$ cat src/rtl/pgio_pkg.sv
package pgio_pkg;
  // Fixed offsets inside the register window.
  localparam int OFS_PEND = 6;
  localparam int OFS_CTRL = 7;
  localparam int OFS_BANK = 8;

  // Page field values selecting the bank at OFS_BANK and above.
  typedef enum logic [1:0] {
    PG_PLAIN = 2'd0,
    PG_POL   = 2'd1,
    PG_EN    = 2'd2,
    PG_FLAG  = 2'd3
  } page_e;
endpackage

$ cat src/rtl/pgio_sync.sv
module pgio_sync #(
  parameter int W      = 48,
  parameter int STAGES = 2
) (
  input  logic         clk,
  input  logic         rst,
  input  logic [W-1:0] d,
  output logic [W-1:0] q
);
  logic [W-1:0] stg [STAGES];

  // Idle pads float high through the pull-up, so reset to ones.
  always_ff @(posedge clk) begin
    if (rst) stg[0] <= '1;
    else     stg[0] <= d;
  end

  for (genvar s = 1; s < STAGES; s++) begin : g_stage
    always_ff @(posedge clk) begin
      if (rst) stg[s] <= '1;
      else     stg[s] <= stg[s-1];
    end
  end

  assign q = stg[STAGES-1];
endmodule

$ cat src/rtl/pgio_edge_port.sv
module pgio_edge_port #(
  parameter int W = 8
) (
  input  logic         clk,
  input  logic         rst,
  input  logic [W-1:0] lvl,
  input  logic [W-1:0] pol,
  input  logic [W-1:0] en,
  input  logic         clr_we,
  input  logic [W-1:0] clr_keep,
  output logic [W-1:0] flag_q,
  output logic [W-1:0] flag_nxt
);
  logic [W-1:0] prev_q;
  logic [W-1:0] rise;
  logic [W-1:0] fall;
  logic [W-1:0] hit;

  assign rise = lvl & ~prev_q;
  assign fall = ~lvl & prev_q;
  assign hit  = en & ((pol & rise) | (~pol & fall));

  // A new hit is ORed in after the acknowledge mask, so it survives.
  assign flag_nxt = (clr_we ? (flag_q & clr_keep) : flag_q) | hit;

  always_ff @(posedge clk) begin
    if (rst) begin
      prev_q <= '1;
      flag_q <= '0;
    end else begin
      prev_q <= lvl;
      flag_q <= flag_nxt;
    end
  end
endmodule

$ cat src/rtl/pgio_rdmux.sv
module pgio_rdmux
  import pgio_pkg::*;
#(
  parameter int NUM_PORTS = 6,
  parameter int PORT_W    = 8,
  parameter int IRQ_PORTS = 3,
  parameter int ADDR_W    = 4,
  localparam int NUM_LINES = NUM_PORTS * PORT_W,
  localparam int IRQ_LINES = IRQ_PORTS * PORT_W
) (
  input  logic [ADDR_W-1:0]    addr,
  input  page_e                page,
  input  logic [NUM_PORTS-1:0] lock,
  input  logic [NUM_LINES-1:0] pin_s,
  input  logic [IRQ_LINES-1:0] pol,
  input  logic [IRQ_LINES-1:0] en,
  input  logic [IRQ_LINES-1:0] flag,
  output logic [PORT_W-1:0]    val
);
  logic [IRQ_PORTS-1:0] pend;
  logic [PORT_W-3:0]    lock_ext;

  always_comb begin
    for (int p = 0; p < IRQ_PORTS; p++) pend[p] = |flag[p*PORT_W +: PORT_W];
    lock_ext = '0;
    lock_ext[NUM_PORTS-1:0] = lock;
  end

  always_comb begin
    val = '0;
    for (int p = 0; p < NUM_PORTS; p++) begin
      if (addr == ADDR_W'(p)) val = ~pin_s[p*PORT_W +: PORT_W];
    end
    if (addr == ADDR_W'(OFS_PEND)) val = PORT_W'(pend);
    if (addr == ADDR_W'(OFS_CTRL)) val = {page, lock_ext};
    for (int p = 0; p < IRQ_PORTS; p++) begin
      if (addr == ADDR_W'(OFS_BANK + p)) begin
        case (page)
          PG_POL:  val = pol[p*PORT_W +: PORT_W];
          PG_EN:   val = en[p*PORT_W +: PORT_W];
          PG_FLAG: val = flag[p*PORT_W +: PORT_W];
          default: val = '0;
        endcase
      end
    end
  end
endmodule

$ cat src/rtl/pgio_ctrl.sv
module pgio_ctrl
  import pgio_pkg::*;
#(
  parameter int NUM_PORTS   = 6,
  parameter int PORT_W      = 8,
  parameter int IRQ_PORTS   = 3,
  parameter int SYNC_STAGES = 2,
  parameter int ADDR_W      = 4,
  localparam int NUM_LINES  = NUM_PORTS * PORT_W,
  localparam int IRQ_LINES  = IRQ_PORTS * PORT_W
) (
  input  logic                 clk,
  input  logic                 rst,
  input  logic [ADDR_W-1:0]    bus_addr,
  input  logic [PORT_W-1:0]    bus_wdata,
  input  logic                 bus_wr,
  input  logic                 bus_rd,
  output logic [PORT_W-1:0]    bus_rdata,
  input  logic [NUM_LINES-1:0] pad_in,
  output logic [NUM_LINES-1:0] pad_drive_low,
  output logic                 irq
);
  logic [NUM_LINES-1:0] data_q;
  logic [NUM_PORTS-1:0] lock_q;
  page_e                page_q;
  logic [IRQ_LINES-1:0] pol_q;
  logic [IRQ_LINES-1:0] en_q;
  logic [IRQ_LINES-1:0] flag_q;
  logic [IRQ_LINES-1:0] flag_nxt;
  logic [NUM_LINES-1:0] pin_s;
  logic [IRQ_PORTS-1:0] bank_we;
  logic [PORT_W-1:0]    rd_val;
  logic [PORT_W-1:0]    rdata_q;
  logic                 irq_q;

  // Port data registers, one per port, gated by the lock mask.
  for (genvar p = 0; p < NUM_PORTS; p++) begin : g_port
    always_ff @(posedge clk) begin
      if (rst)
        data_q[p*PORT_W +: PORT_W] <= '0;
      else if (bus_wr && bus_addr == ADDR_W'(p) && !lock_q[p])
        data_q[p*PORT_W +: PORT_W] <= bus_wdata;
    end
  end

  // Control register: page select on top, lock bits at the bottom.
  always_ff @(posedge clk) begin
    if (rst) begin
      page_q <= PG_PLAIN;
      lock_q <= '0;
    end else if (bus_wr && bus_addr == ADDR_W'(OFS_CTRL)) begin
      page_q <= page_e'(bus_wdata[PORT_W-1 -: 2]);
      lock_q <= bus_wdata[NUM_PORTS-1:0];
    end
  end

  pgio_sync #(
    .W      (NUM_LINES),
    .STAGES (SYNC_STAGES)
  ) u_sync (
    .clk (clk),
    .rst (rst),
    .d   (pad_in),
    .q   (pin_s)
  );

  // Interrupt-capable ports: paged polarity/enable banks plus flag latch.
  for (genvar p = 0; p < IRQ_PORTS; p++) begin : g_irq_port
    assign bank_we[p] = bus_wr && (bus_addr == ADDR_W'(OFS_BANK + p));

    always_ff @(posedge clk) begin
      if (rst) begin
        pol_q[p*PORT_W +: PORT_W] <= '0;
        en_q[p*PORT_W +: PORT_W]  <= '0;
      end else if (bank_we[p]) begin
        if (page_q == PG_POL) pol_q[p*PORT_W +: PORT_W] <= bus_wdata;
        if (page_q == PG_EN)  en_q[p*PORT_W +: PORT_W]  <= bus_wdata;
      end
    end

    pgio_edge_port #(
      .W (PORT_W)
    ) u_edge (
      .clk      (clk),
      .rst      (rst),
      .lvl      (pin_s[p*PORT_W +: PORT_W]),
      .pol      (pol_q[p*PORT_W +: PORT_W]),
      .en       (en_q[p*PORT_W +: PORT_W]),
      .clr_we   (bank_we[p] && page_q == PG_FLAG),
      .clr_keep (bus_wdata),
      .flag_q   (flag_q[p*PORT_W +: PORT_W]),
      .flag_nxt (flag_nxt[p*PORT_W +: PORT_W])
    );
  end

  // Registered interrupt tracks the flag register in the same cycle.
  always_ff @(posedge clk) begin
    if (rst) irq_q <= 1'b0;
    else     irq_q <= |flag_nxt;
  end

  pgio_rdmux #(
    .NUM_PORTS (NUM_PORTS),
    .PORT_W    (PORT_W),
    .IRQ_PORTS (IRQ_PORTS),
    .ADDR_W    (ADDR_W)
  ) u_rdmux (
    .addr  (bus_addr),
    .page  (page_q),
    .lock  (lock_q),
    .pin_s (pin_s),
    .pol   (pol_q),
    .en    (en_q),
    .flag  (flag_q),
    .val   (rd_val)
  );

  always_ff @(posedge clk) begin
    if (rst)         rdata_q <= '0;
    else if (bus_rd) rdata_q <= rd_val;
  end

  assign bus_rdata     = rdata_q;
  assign pad_drive_low = data_q;
  assign irq           = irq_q;
endmodule

$ cat config.mk
export PLATFORM = sky130hd
export DESIGN_NAME = pgio_ctrl
export DESIGN_NICKNAME = d
export VERILOG_FILES = /design/src/rtl/pgio_pkg.sv /design/src/rtl/pgio_sync.sv /design/src/rtl/pgio_edge_port.sv /design/src/rtl/pgio_rdmux.sv /design/src/rtl/pgio_ctrl.sv
export SDC_FILE = /design/constraint.sdc
export NUM_CORES = 1
export LEC_CHECK = 0
export BUFFER_PORTS_ARGS = -buffer_cell sky130_fd_sc_hd__buf_2
export CAP_MARGIN = 20
export CELL_PAD_IN_SITES_DETAIL_PLACEMENT = 1
export CELL_PAD_IN_SITES_GLOBAL_PLACEMENT = 1
export CORE_MARGIN = 2
export CORE_UTILIZATION = 42
export CTS_BUF_LIST = sky130_fd_sc_hd__clkbuf_4 sky130_fd_sc_hd__clkbuf_8
export CTS_CLUSTER_SIZE = 10
export DETAILED_ROUTE_END_ITERATION = 16
export PLACE_DENSITY_LB_ADDON = 0.08
export SETUP_SLACK_MARGIN = 0.1
export SKIP_LAST_GASP = 1
export SYNTH_ARGS = -nofsm -noshare
export SYNTH_HDL_FRONTEND = slang
export SYNTH_SLANG_ARGS = --single-unit
$ cat constraint.sdc
create_clock -name clk -period 1.9 [get_ports clk]
set_input_delay 0.19 -clock clk [delete_from_list [all_inputs] [get_ports clk]]
set_output_delay 0.19 -clock clk [all_outputs]
set_load 0.05 [all_outputs]
==> summary.txt, run 1 <==
Run status
  • Status: complete, no violations

Routing
  • Via Count: 8610
  • Drt total wl: 35600 µm
  • Drt pass-1 iters: 5
  • Post-DRT Antenna Nets: 0
  • Routed len/inst: 22.0 µm
  • Starting DRT DRC Count: 509
  • Vias per inst: 5.30
  • DRC errors left: 0

Critical path
  • Critical Path Start Type: flip-flop
  • Crit path depth: 6
  • Cell family with most CP delay: simple AND/OR/NAND/NOR gates
  • Reg2reg end: irq
  • CP endpoint kind: flip-flop
  • Kind of critical path: reg2reg
  • CP peak stage delay: 390 ps
  • Critical Path Sink: irq
  • Critical Path RT: 2310 ps
  • Worst path slowest cell: dfxtp_4
  • CP Cell Sequence: nand4b_1 > buf_6 > o31ai_2 > nand4_1 > nor4_2 > a41oi_1
  • CP arrival: 2270 ps
  • R2R Path Start: page_q[1]
  • CP startpoint: page_q[1]
  • Worst r2r path cells: 6
  • Buf/Inv on CP: 1
  • Slack of the worst reg-to-reg path: 40 ps
  • Crit path max fanout: 14

Yosys
  • Fraction of registers with async set/reset: 0
  • Cell count after synthesis: 1008
  • Netlist cell types: 49
  • Synthesis Warnings: 0
  • Adder and majority gate portion of the synthesized area: 0
  • Largest family of logic cells by synthesized area: simple AND/OR/NAND/NOR gates
  • Xor-xnor portion of the synthesized cell area: 0
  • Post-synthesis mux area share: 0.142
  • Number of flops mapped to enable cells by yosys: 0
  • Syn_area_per_cell: 9.98 µm²
  • Post-synth top area share: 0.511
  • Synthesized area: 0.0101 mm²
  • Synth Area in Simple Gates: 0.216
  • Register area share after synthesis: 0.511
  • Leading area contributor after synthesis: dfxtp_1
  • Mapped Nets: 1072
  • Largest cells by area after synthesis: dfxtp_1, mux2i_1, or2_2, nor2_1, mux2_2
  • Seq cells post-synth: 257
  • Ys flop type: dfxtp_1
  • Post-synthesis compound-gate area fraction: 0.0978

Finish
  • Finished Cell Area: 0.0136 mm²
  • Layout area overhead: 35.4%
  • Commonest non-fill, non-tap cell in the layout: dfxtp_1
  • Non-filler cells, final: 1623
  • Ant. Diodes: 0
  • Post-layout net count: 1338
  • Most frequent cells in the layout: dfxtp_1, nor2_1, or2_2, buf_2, buf_4
  • Ratio of cells with drive above 1 in the final layout: 0.413

Place
  • Detail Placement HPWL: 24400 µm
  • Cells after DPL: 1484
  • Setup WS pre-CTS: -178 ps
  • IO Port Bufs: 120
  • Gpl congestion: 0.976
  • Placed inst area: 0.0117 mm²

Floorplan
  • Core area: 0.0235 mm²
  • Starting Density: 0.429
  • DIE HEIGHT: 159 µm
  • # rows: 56
  • Chip Width: 159 µm
  • I/O pin total: 121
  • Die area: 0.0252 mm²

CTS
  • Clk Latency, worst-skew pair: 560 ps
  • Clk slew on worst S/H paths: 60 ps
  • Clock buffer depth: 3
  • CTS tree: built
  • CTS buffer count: 43
  • Clock sinks: 257
  • Clk root buf: clkbuf_8
  • H-tree levels: 2

STA
  • Max-slew violations: 0
  • Final setup viols: 0
  • Tmin final: 1860 ps
  • Clock Skews: 19.4 ps
  • RSZ-0062 raised after global routing: true
  • Worst Tran Pin Value: 590 ps
  • Tcrit/Tclk final: 0.981
  • Relative slew slack: 0.603
  • Final worst-path setup slack: 37.0 ps
  • Fmax: 537 MHz
  • Final Hold Fails: 0
  • Hold_ws: 131 ps

GRT
  • First-pass GRT wire length: 53400 µm
  • Initial antenna violation count: 2
  • Largest net degree at the start of global routing: 73
  • Vias in the first global route: 8854
  • Grt ovf: 0
  • GRT Overall Usage: 0.276

Pwr
  • Pwr Total: 0.0117 W
  • VDD IR-drop max: 0.570 mV
  • Pwr/cell area: 862 mW/mm²
  • Leak: 5.78 nW

Job
  • Max Cap Viol: 0

Worst hold path
  • Worst hold path type: in2reg
## state kept, by name (all words and copies together), names as in the netlist
signal / count
bus_rdata: 8
en_q: 24
g_irq_port.u_edge.flag_q: 24
g_irq_port.u_edge.prev_q: 24
irq: 1
lock_q: 6
pad_drive_low: 48
page_q: 2
pol_q: 24
u_sync.stg: 96
## logic make-up after synthesis
logic type | Yosys count
AOI/OAI and AO/OA | 151
DFF | 257
buffers and inverters | 76
and+or+nand+nor | 391
muxes | 133
## worst min-delay path by stage
stage / from / depth (start not counted) / to / slack [ps]
5_1_grt: bus_rd / 3 / bus_rdata[6] / 110
4_1_cts: bus_rd / 3 / bus_rdata[1] / 60
3_3_place_gp: pad_in[22] / 2 / u_sync.stg[0][22] / 370
6_report: bus_rd / 3 / bus_rdata[5] / 130
3_5_place_dp: pad_in[28] / 2 / u_sync.stg[0][28] / 370
2_1_floorplan: pad_in[0] / 1 / u_sync.stg[0][0] / 290
## stage by stage
stage               TNS (ps)  utilization
floorplan                  0            -
global placement       -1030        0.498
detailed placement     -1910        0.498
CTS                        0        0.566
global route           -32.6        0.581
finish                     0        0.581
## layout make-up
class                           instances  area [µm²]
Clock buffer                           66         821
Clock inverter                          9         113
Fill cell                            2578        9840
Inverter                                3        11.3
Multi-Input combinational cell        675        4910
Sequential cell                       257        5160
Tap cell                              319         399
Timing Repair Buffer                  294        2220
## Yosys cell counts, drive strengths merged, types with 3 or more instances
cell type  count
a2111oi        3
nor3b         22
o21ai         35
or2          122
o221ai         4
buf           20
o31ai         21
nor2b          3
inv            3
nand4          8
or4            4
o31a           3
mux2i         99
or3            5
mux4           5
nor2         128
nor4           7
a22oi         21
a21oi         39
nor3           9
and4           3
a211oi         6
nand2         24
mux2          29
nand2b        14
dfxtp        257
clkbuf        53
and3b         20
nand3         14
o22ai          8
## worst min-delay path: stages
cell and delay [ps]:
buf_2 230, nor2_1 150, nor3_1 50
## repair_timing
action,4_1_cts,5_1_grt
gates resized for setup,37,51
setup endpoints to repair,32,24
cloned,1,0
hold buffers,49,0
pin swaps,7,20
hold endpoints to repair,50,0
buffers inserted,6,8
## metal layers
layer / global-route usage / wire (µm) / vias to the layer above
li1: - / - / 4049
met2: 0.467 / 17100 / 262
met1: 0.355 / 15700 / 4230
met4: 0.101 / 1180 / 0
met5: 0 / 0 / -
met3: 0.0470 / 1700 / 69
## report_power, final
group	switching, W	internal, W	total (W)	leakage [nW]
Sequential	0.0000823	0.00552	0.00560	2.10
Combinational	0.000490	0.000376	0.000866	3.19
Clock	0.00224	0.00303	0.00527	0.494
Note: power is estimated with default switching activity, not from simulation.
==> run 2: changes to the inputs <==
Settings changed: CORE_ASPECT_RATIO set to 1.2.
==> run 2 against run 1 <==
Setup slack better by 34 ps. Clock skew increased by 9.7 ps. Final area decreased by 3.2%. Combinational power is 2.9% lower. Wire length shrank 8.5%.
==> summary.txt, run 2 (same netlist as run 1, synthesis figures left out) <==
Routing
  • Vias per inst: 5.23
  • Drt total wl: 32600 µm
  • Starting DRT DRC Count: 405
  • Drt pass-1 iters: 4
  • DRC errors left: 0
  • Routed len/inst: 20.5 µm
  • Post-DRT Antenna Nets: 0
  • Via Count: 8331

GRT
  • Largest net degree at the start of global routing: 84
  • Grt ovf: 0
  • First-pass GRT wire length: 49800 µm
  • Vias in the first global route: 8612
  • GRT Overall Usage: 0.255
  • Initial antenna violation count: 0

Critical path
  • Cell family with most CP delay: compound AO/OA/AOI/OAI gates
  • R2R Path Start: page_q[1]
  • Critical Path RT: 2310 ps
  • Crit path max fanout: 18
  • Buf/Inv on CP: 1
  • Worst r2r path cells: 6
  • CP Cell Sequence: buf_8 > mux2_2 > a22oi_1 > nor2_1 > a2111oi_2 > nor3_1
  • Slack of the worst reg-to-reg path: 70 ps
  • CP endpoint kind: flip-flop
  • Worst path slowest cell: a2111oi_2
  • CP peak stage delay: 410 ps
  • Reg2reg end: bus_rdata[6]
  • CP arrival: 2240 ps
  • Kind of critical path: reg2reg
  • Critical Path Start Type: flip-flop

CTS
  • Clk Latency, worst-skew pair: 540 ps
  • CTS tree: built
  • CTS buffer count: 41
  • Clock buffer depth: 3
  • H-tree levels: 2
  • Clk slew on worst S/H paths: 60 ps
  • Clk root buf: clkbuf_8
  • Clock sinks: 257

Worst hold path
  • Worst Hold End: bus_rdata[2]
  • Worst hold path type: in2reg
  • Worst Hold Depth: 3
  • Hold_sp: bus_rd

Finish
  • Finished Cell Area: 0.0132 mm²
  • Final Util: 0.556
  • Commonest non-fill, non-tap cell in the layout: dfxtp_1
  • Top reg by flops: u_sync.stg
  • Max reg flops: 96
  • Ant. Diodes: 0
  • Most frequent cells in the layout: dfxtp_1, nor2_1, or2_2, buf_2, mux2i_1
  • Layout area overhead: 31.1%
  • Post-layout net count: 1312
  • Ratio of cells with drive above 1 in the final layout: 0.385

STA
  • Final setup viols: 0
  • Fmax: 547 MHz
  • Worst Tran Pin Value: 516 ps
  • Tmin final: 1830 ps
  • Relative slew slack: 0.653
  • Max-slew violations: 0
  • Clock Skews: 29.2 ps
  • Final Hold Fails: 0
  • Tcrit/Tclk final: 0.963
  • RSZ-0062 raised after global routing: true

Pwr
  • Pwr/cell area: 875 mW/mm²
  • Leak: 5.64 nW
  • VDD IR-drop max: 0.699 mV

Job
  • Max Cap Viol: 0

Place
  • IO Port Bufs: 120
  • Gpl congestion: 0.916
  • Placed inst area: 0.0116 mm²
  • Detail Placement HPWL: 22900 µm

Floorplan
  • I/O pin total: 121
  • # rows: 62
  • DIE HEIGHT: 174 µm
  • Starting Density: 0.424
  • Chip Width: 145 µm
  • Core area: 0.0237 mm²
  • Die area: 0.0252 mm²

Run status
  • Status: complete, no violations
## run 2: what timing repair did
item,CTS,global route
pin swaps,1,5
gates cloned,0,0
hold endpoints to repair,54,0
setup endpoints to repair,32,28
hold buffers,49,0
gates resized for setup,27,27
setup buffers,0,2
## run 2: layout make-up
cell class                 count  area [µm²]
multi-input combinational    675        4760
timing repair buffer         270        1990
sequential                   257        5150
tap                          320         400
inverter                       3        11.3
clock buffer                  58         761
fill                        2659       10500
clock inverter                 9         123
## run 2: through the flow
step                power, W  cells  hold slack [ps]  setup slack (ps)  setup TNS [ps]
finish                0.0115   1592              139              70.7               0
global route          0.0119   1592              127             -32.8           -32.8
CTS                   0.0116   1590             96.1              74.8               0
detailed placement   0.00646   1474              375              -257           -2270
global placement     0.00644   1474              373              -229           -1430
floorplan            0.00612   1008              294               108               0
## run 2: worst reg2reg max path, delay by kind of cell, from the launching register on
family / cells / cell delay (ps)
muxes: 1 / 360
DFF: 1 / 380
buffers and inverters: 1 / 180
and+or+nand+nor: 2 / 210
AOI/OAI and AO/OA: 2 / 590
## run 2: metal layers
metal | up-vias | wire (µm) | track usage
met5 | - | 0 | 0
met4 | 0 | 1100 | 0.0993
met3 | 53 | 1390 | 0.0421
met2 | 215 | 16200 | 0.448
met1 | 4072 | 13900 | 0.311
li1 | 3991 | - | -
## run 2: power breakdown
group	switching (W)	internal, W
sequential	0.0000717	0.00552
clock	0.00213	0.00297
combinational	0.000470	0.000371
## run 2: worst max-delay path by stage
stage / start / to / slack (ps) / cells after the start
2_1_floorplan: page_q[1] / bus_rdata[6] / 110 / 7
3_3_place_gp: page_q[1] / bus_rdata[6] / -230 / 6
3_5_place_dp: page_q[1] / bus_rdata[6] / -260 / 6
4_1_cts: page_q[0] / irq / 70 / 8
5_1_grt: page_q[1] / irq / -30 / 8
6_report: page_q[1] / bus_rdata[6] / 70 / 6
